--- src/rtl/irq_agg_pkg.sv ---
package irq_agg_pkg;
  localparam logic [7:0] OFS_STICKY  = 8'h10;
  localparam logic [7:0] OFS_ENA     = 8'h18;
  localparam logic [7:0] OFS_ENA_CLR = 8'h1c;
  localparam logic [7:0] OFS_ENA_SET = 8'h20;
  localparam logic [7:0] OFS_IDENT0  = 8'h38;
  localparam logic [7:0] OFS_TRIG_A  = 8'h5c;
  localparam logic [7:0] OFS_TRIG_B  = 8'h60;

  typedef enum logic [1:0] {
    TRIG_LEVEL = 2'b00,
    TRIG_RISE  = 2'b01,
    TRIG_FALL  = 2'b10,
    TRIG_BOTH  = 2'b11
  } trig_mode_e;
endpackage

--- src/rtl/irq_edge_detect.sv ---
module irq_edge_detect
  import irq_agg_pkg::*;
#(
  parameter int unsigned NUM_SRC = 24
) (
  input  logic               clk_i,
  input  logic               rst_ni,
  input  logic [NUM_SRC-1:0] irq_i,
  input  logic [NUM_SRC-1:0] trig_a_i,
  input  logic [NUM_SRC-1:0] trig_b_i,
  output logic [NUM_SRC-1:0] hit_o,
  output logic [NUM_SRC-1:0] prev_o
);
  logic [NUM_SRC-1:0] prev_q;

  always_ff @(posedge clk_i or negedge rst_ni) begin
    if (!rst_ni) prev_q <= '0;
    else         prev_q <= irq_i;
  end

  for (genvar i = 0; i < NUM_SRC; i++) begin : g_src
    logic       rise, fall;
    trig_mode_e mode;
    assign rise = irq_i[i] & ~prev_q[i];
    assign fall = ~irq_i[i] & prev_q[i];
    assign mode = trig_mode_e'({trig_b_i[i], trig_a_i[i]});
    always_comb begin
      unique case (mode)
        TRIG_LEVEL: hit_o[i] = irq_i[i];
        TRIG_RISE:  hit_o[i] = rise;
        TRIG_FALL:  hit_o[i] = fall;
        default:    hit_o[i] = rise | fall;
      endcase
    end
  end

  assign prev_o = prev_q;
endmodule

--- src/rtl/irq_agg_cfg.sv ---
module irq_agg_cfg
  import irq_agg_pkg::*;
#(
  parameter int unsigned NUM_SRC = 24,
  parameter int unsigned AW      = 8
) (
  input  logic               clk_i,
  input  logic               rst_ni,
  input  logic               we_i,
  input  logic [AW-1:0]      addr_i,
  input  logic [NUM_SRC-1:0] wdata_i,
  output logic [NUM_SRC-1:0] en_o,
  output logic [NUM_SRC-1:0] en_nxt_o,
  output logic [NUM_SRC-1:0] trig_a_o,
  output logic [NUM_SRC-1:0] trig_b_o
);
  logic [NUM_SRC-1:0] en_q, en_d, trig_a_q, trig_b_q;

  always_comb begin
    en_d = en_q;
    if (we_i) begin
      if (addr_i == AW'(OFS_ENA))          en_d = wdata_i;
      else if (addr_i == AW'(OFS_ENA_CLR)) en_d = en_q & ~wdata_i;
      else if (addr_i == AW'(OFS_ENA_SET)) en_d = en_q | wdata_i;
    end
  end

  always_ff @(posedge clk_i or negedge rst_ni) begin
    if (!rst_ni) begin
      en_q     <= '0;
      trig_a_q <= '0;
      trig_b_q <= '0;
    end else begin
      en_q <= en_d;
      if (we_i && addr_i == AW'(OFS_TRIG_A)) trig_a_q <= wdata_i;
      if (we_i && addr_i == AW'(OFS_TRIG_B)) trig_b_q <= wdata_i;
    end
  end

  assign en_o     = en_q;
  assign en_nxt_o = en_d;
  assign trig_a_o = trig_a_q;
  assign trig_b_o = trig_b_q;
endmodule

--- src/rtl/irq_aggregator.sv ---
module irq_aggregator
  import irq_agg_pkg::*;
#(
  parameter int unsigned NUM_SRC = 24,
  parameter int unsigned DW      = 32,
  parameter int unsigned AW      = 8
) (
  input  logic               clk_i,
  input  logic               rst_ni,
  input  logic [NUM_SRC-1:0] irq_i,
  input  logic [AW-1:0]      reg_addr_i,
  input  logic               reg_we_i,
  input  logic [DW-1:0]      reg_wdata_i,
  output logic [DW-1:0]      reg_rdata_o,
  output logic               irq_o
);
  logic [NUM_SRC-1:0] wdata_s, hit, irq_prev;
  logic [NUM_SRC-1:0] en_q, en_d, trig_a_q, trig_b_q;
  logic [NUM_SRC-1:0] sticky_q, sticky_d, sticky_clr;
  logic [DW-1:0]      rdata_q, rdata_d;
  logic               irq_q;

  assign wdata_s = reg_wdata_i[NUM_SRC-1:0];

  if (NUM_SRC < DW) begin : g_unused
    logic unused_wdata_hi;
    assign unused_wdata_hi = ^reg_wdata_i[DW-1:NUM_SRC];
  end

  irq_edge_detect #(.NUM_SRC(NUM_SRC)) u_detect (
    .clk_i    (clk_i),
    .rst_ni   (rst_ni),
    .irq_i    (irq_i),
    .trig_a_i (trig_a_q),
    .trig_b_i (trig_b_q),
    .hit_o    (hit),
    .prev_o   (irq_prev)
  );

  irq_agg_cfg #(.NUM_SRC(NUM_SRC), .AW(AW)) u_cfg (
    .clk_i    (clk_i),
    .rst_ni   (rst_ni),
    .we_i     (reg_we_i),
    .addr_i   (reg_addr_i),
    .wdata_i  (wdata_s),
    .en_o     (en_q),
    .en_nxt_o (en_d),
    .trig_a_o (trig_a_q),
    .trig_b_o (trig_b_q)
  );

  // hardware set takes priority over write-1-to-clear
  assign sticky_clr = (reg_we_i && reg_addr_i == AW'(OFS_STICKY)) ? wdata_s : '0;
  assign sticky_d   = (sticky_q & ~sticky_clr) | hit;

  always_comb begin
    rdata_d = '0;
    unique case (reg_addr_i)
      AW'(OFS_STICKY): rdata_d[NUM_SRC-1:0] = sticky_q;
      AW'(OFS_ENA):    rdata_d[NUM_SRC-1:0] = en_q;
      AW'(OFS_IDENT0): rdata_d[NUM_SRC-1:0] = sticky_q & en_q;
      AW'(OFS_TRIG_A): rdata_d[NUM_SRC-1:0] = trig_a_q;
      AW'(OFS_TRIG_B): rdata_d[NUM_SRC-1:0] = trig_b_q;
      default:         rdata_d = '0;
    endcase
  end

  always_ff @(posedge clk_i or negedge rst_ni) begin
    if (!rst_ni) begin
      sticky_q <= '0;
      rdata_q  <= '0;
      irq_q    <= 1'b0;
    end else begin
      sticky_q <= sticky_d;
      rdata_q  <= rdata_d;
      irq_q    <= |(sticky_d & en_d);
    end
  end

  assign reg_rdata_o = rdata_q;
  assign irq_o       = irq_q;
endmodule

--- config.mk ---
export PLATFORM = sky130hd
export DESIGN_NAME = irq_aggregator
export DESIGN_NICKNAME = d
export VERILOG_FILES = /design/src/rtl/irq_agg_pkg.sv /design/src/rtl/irq_edge_detect.sv /design/src/rtl/irq_agg_cfg.sv /design/src/rtl/irq_aggregator.sv
export SDC_FILE = /design/constraint.sdc
export NUM_CORES = 1
export LEC_CHECK = 0
export ABC_CLOCK_PERIOD_IN_PS = 1900
export BUFFER_PORTS_ARGS = -buffer_cell sky130_fd_sc_hd__buf_4
export CAP_MARGIN = 20
export CORE_AREA = 2 2 122 124
export CTS_CLUSTER_DIAMETER = 100
export DETAILED_ROUTE_END_ITERATION = 6
export DIE_AREA = 0 0 124 126
export HOLD_SLACK_MARGIN = 0.08
export PLACE_DENSITY = 0.75
export SYNTH_ARGS = -nofsm -noshare
export SYNTH_HDL_FRONTEND = slang
export SYNTH_SLANG_ARGS = --single-unit
--- constraint.sdc ---
create_clock -name clk_i -period 1.9 [get_ports clk_i]
set_clock_uncertainty 0.15 [all_clocks]
set_input_delay 0.285 -clock clk_i [delete_from_list [all_inputs] [get_ports clk_i]]
set_output_delay 0.285 -clock clk_i [all_outputs]
set_load 0.05 [all_outputs]
==> flow_metrics.env <==
export IMPL_layoutNonFillerInstCount=1086
export IMPL_rr_worst_depth=9
export IMPL_cp_data_arrival_time_ns=2.48
export IMPL_drc_errors=0
export IMPL_synthesized_netlist_cell_count=663
export IMPL_synth_largest_type_area_fraction=0.494
export IMPL_finalWirelength_um=21800
export IMPL_syn_avg_cell_area_um2=11.1
export IMPL_route_detailed_wl_per_inst_um=20.0
export IMPL_failing_checks="setup timing"
export IMPL_cellPowerDensity_nw_per_um2=764
export IMPL_critical_path_cell_chain="buf_6, or4b_4, nor3_4, buf_6, buf_6, nand2_4, a221o_1, a22o_1, nor4_2, nand4_1"
export IMPL_holdCritPathClass="input port to register"
export IMPL_worst_r2r_endpoint="irq_o"
export IMPL_internal_power_mw=6.02
export IMPL_layout_drive_gt1_share=0.351
export IMPL_rows=44
export IMPL_grt_remaining_overflow=0
export IMPL_synthDominantAreaCellType="sky130_fd_sc_hd__dfrtp_1"
export IMPL_synth_top_cells_by_area="sky130_fd_sc_hd__dfrtp_1 49%, sky130_fd_sc_hd__ha_1 8.2%, sky130_fd_sc_hd__mux2_2 6.9%"
export IMPL_final_design_area_no_fill_um2=10400
export IMPL_cp_start_kind="input port"
export IMPL_fp_dieH_um=126
export IMPL_rsz0062_at_grt="true"
export IMPL_power_mw=7.96
export IMPL_dieWidth_um=124
export IMPL_antenna_cells=0
export IMPL_slew_violations=0
export IMPL_detail_route_first_pass_iterations=7
export IMPL_detailed_place_hpwl_um=13100
export IMPL_timing_critical_path_to_type="register"
export IMPL_cp_slowest_cell="sky130_fd_sc_hd__or4b_4"
export IMPL_synth_warning_count=0
export IMPL_largest_net_degree_at_the_start_of_global_routing=48
export IMPL_p_sw_mw=1.95
export IMPL_number_of_clock_buffers_inserted_by_tritoncts=17
export IMPL_drt_vias_per_instance=5.93
export IMPL_synth_register_bits=145
export IMPL_placed_cells_incl_taps=983
export IMPL_start_util=0.513
export IMPL_ctsHtreeMaxLevel=4
export IMPL_p_sw_frac=0.244
export IMPL_root_buffer="sky130_fd_sc_hd__clkbuf_16"
export IMPL_hold_viol_final=0
export IMPL_clock_power_share=0.459
export IMPL_die_area_um2=15600
export IMPL_layout_cells_most_common="sky130_fd_sc_hd__buf_4"
export IMPL_achievable_frequency_mhz=431
export IMPL_power_share_combinational=0.120
export IMPL_r2r_setup_slack_ns=-0.27
export IMPL_seq_area_frac_synth=0.494
export IMPL_outcome="complete, but fails checks"
export IMPL_timing_final_crit_period_ns=2.32
export IMPL_critical_path_endpoint="irq_o"
export IMPL_mappedNetlistArea_um2=7340
export IMPL_global_route_wire_length_before_repair_um=34000
export IMPL_totalNegativeSetupSlack_ns=-10.82
export IMPL_grt_pass1_vias=6725
export IMPL_grtUsageTotal=0.284
export IMPL_numClockSinks=145
export IMPL_io_buffers=83
export IMPL_worst_path_most_repeated_cell="sky130_fd_sc_hd__buf_6"
export IMPL_rr_startpoint="u_detect.prev_o[0]"
export IMPL_fin_crit_sh=1.22
export IMPL_slowest_delay_ns=0.59
export IMPL_synth_edff_count=0
export IMPL_floorplan_core_area_um2=14300
export IMPL_finalWeightedCongestion=0.859
export IMPL_syn_to_final_growth_pct=41.9
export IMPL_clock_tree_buffer_depth=2
export IMPL_final_antenna_net_count=0
export IMPL_initial_antenna_violation_count=0
export IMPL_fin_util=0.728
export IMPL_path_max_fanout=5
export IMPL_final_net_count=1005
export IMPL_clkLatencyLatePin_ns=0.43
export IMPL_postSynth_topFlopCell="sky130_fd_sc_hd__dfrtp_1"
export IMPL_cp_startpoint="reg_addr_i[6]"
export IMPL_placedInstanceArea_um2=8730
export IMPL_p_leak_nw=5.04
export IMPL_setup_worst_path_class="input port to register"
export IMPL_detailroute_via_count=6437
export IMPL_most_common_layout_cells="146 x sky130_fd_sc_hd__buf_4, 145 x sky130_fd_sc_hd__dfrtp_1, 51 x sky130_fd_sc_hd__inv_1"
export IMPL_num_io_pins=100
export IMPL_final_setup_viol_count=69
export IMPL_synthArstFlopShare=1.00
export IMPL_critical_path_required_ns=2.05
export IMPL_yosysUniqueCellTypes=42
export IMPL_clock_pin_transition_on_the_worst_setup_and_hold_timing_paths_ns=0.06
export IMPL_detail_route_iter0_violations=734
export IMPL_final_setup_worst_slack_ns=-0.423
export IMPL_clock_tree_from_tritoncts="built"
export IMPL_seq_power_share=0.421
export IMPL_max_cap_violations=0
export IMPL_irDropWorstVdd_v=0.000570
sequential cells by signal, summed over array words and instances, names as in the netlist:
| register | flops |
|---|---|
| irq_o | 1 |
| reg_rdata_o | 24 |
| sticky_q | 24 |
| u_cfg.en_o | 24 |
| u_cfg.trig_a_o | 24 |
| u_cfg.trig_b_o | 24 |
| u_detect.prev_o | 24 |
logic make-up after synthesis:
kind of cell / count (synthesis) / share of synthesized area
AOI/OAI and AO/OA: 182 / 0.172
adders and majority gates: 48 / 0.0818
buffers and inverters: 83 / 0.0522
DFF: 145 / 0.494
muxes: 72 / 0.106
other: 1 / 0.000511
and+or+nand+nor: 132 / 0.0926
metrics by stage:
stage               hold WS (ns)  setup WS [ns]
global placement          0.0974         -0.849
CTS                       0.0942         -0.404
finish                     0.103         -0.423
floorplan                 -0.161         -0.509
global route               0.109         -0.487
detailed placement         0.107         -0.883
Yosys cell counts (3+ instances only):
library cell,n
sky130_fd_sc_hd__mux2_2,45
sky130_fd_sc_hd__a21boi_0,4
sky130_fd_sc_hd__nand2b_1,17
sky130_fd_sc_hd__buf_4,10
sky130_fd_sc_hd__dfrtp_1,145
sky130_fd_sc_hd__mux2_1,3
sky130_fd_sc_hd__a32oi_1,12
sky130_fd_sc_hd__or2_2,4
sky130_fd_sc_hd__inv_1,51
sky130_fd_sc_hd__buf_2,5
sky130_fd_sc_hd__nor2_1,49
sky130_fd_sc_hd__clkbuf_1,13
sky130_fd_sc_hd__a22oi_1,24
sky130_fd_sc_hd__a22o_1,27
sky130_fd_sc_hd__nand4_1,6
sky130_fd_sc_hd__a21oi_1,52
sky130_fd_sc_hd__nand2_1,39
sky130_fd_sc_hd__a221o_1,24
sky130_fd_sc_hd__ha_1,48
sky130_fd_sc_hd__o21ai_1,5
sky130_fd_sc_hd__mux2i_1,24
sky130_fd_sc_hd__o21ai_0,31
critical path: cells and delay by family:
kind | cells | cell delay (ns)
AND/OR/NAND/NOR | 5 | 1.23
AO/OA/AOI/OAI | 2 | 0.57
buffers and inverters | 3 | 0.39
power by group through the flow:
stage	Clock, mW	Sequential [mW]	Combinational (mW)
floorplan	0	3.38	0.392
global placement	0	3.37	0.781
detailed placement	0	3.38	0.814
CTS	3.65	3.34	0.927
global route	3.82	3.36	1.04
finish	3.66	3.35	0.952
layer usage:
layer,up-vias,GRT usage,part of all wire
met1,3147,0.374,0.39
met5,-,0,0
li1,2834,-,-
met3,77,0.0620,0.090
met4,0,0.123,0.038
met2,379,0.451,0.48
worst min-delay path by stage:
| stage | from | to | depth (start not counted) |
|---|---|---|---|
| finish | reg_wdata_i[6] | sticky_q[6] | 3 |
| detailed placement | rst_ni | u_detect.prev_o[20] | 1 |
| CTS | reg_wdata_i[6] | sticky_q[6] | 3 |
| global route | reg_wdata_i[6] | sticky_q[6] | 3 |
| floorplan | rst_ni | irq_o | 0 |
| global placement | rst_ni | u_detect.prev_o[20] | 1 |
layout make-up:
cell class                 count  area, um2
sequential                   145       3630
multi-input combinational    442       3590
timing repair buffer         233       2140
inverter                      51        191
fill                         918       3890
tap                          184        230
clock inverter                 9        154
clock buffer                  22        484
what timing repair did:
item                                    in CTS  in global routing
pin swaps                                   41                  7
hold buffers                                49                  0
gates cloned                                 5                  1
buffers inserted                            17                  5
hold endpoints to repair                   235                  0
endpoints found under the setup margin      76                 72
resized for setup                           73                 19
Power figures use the tool's default switching activity.
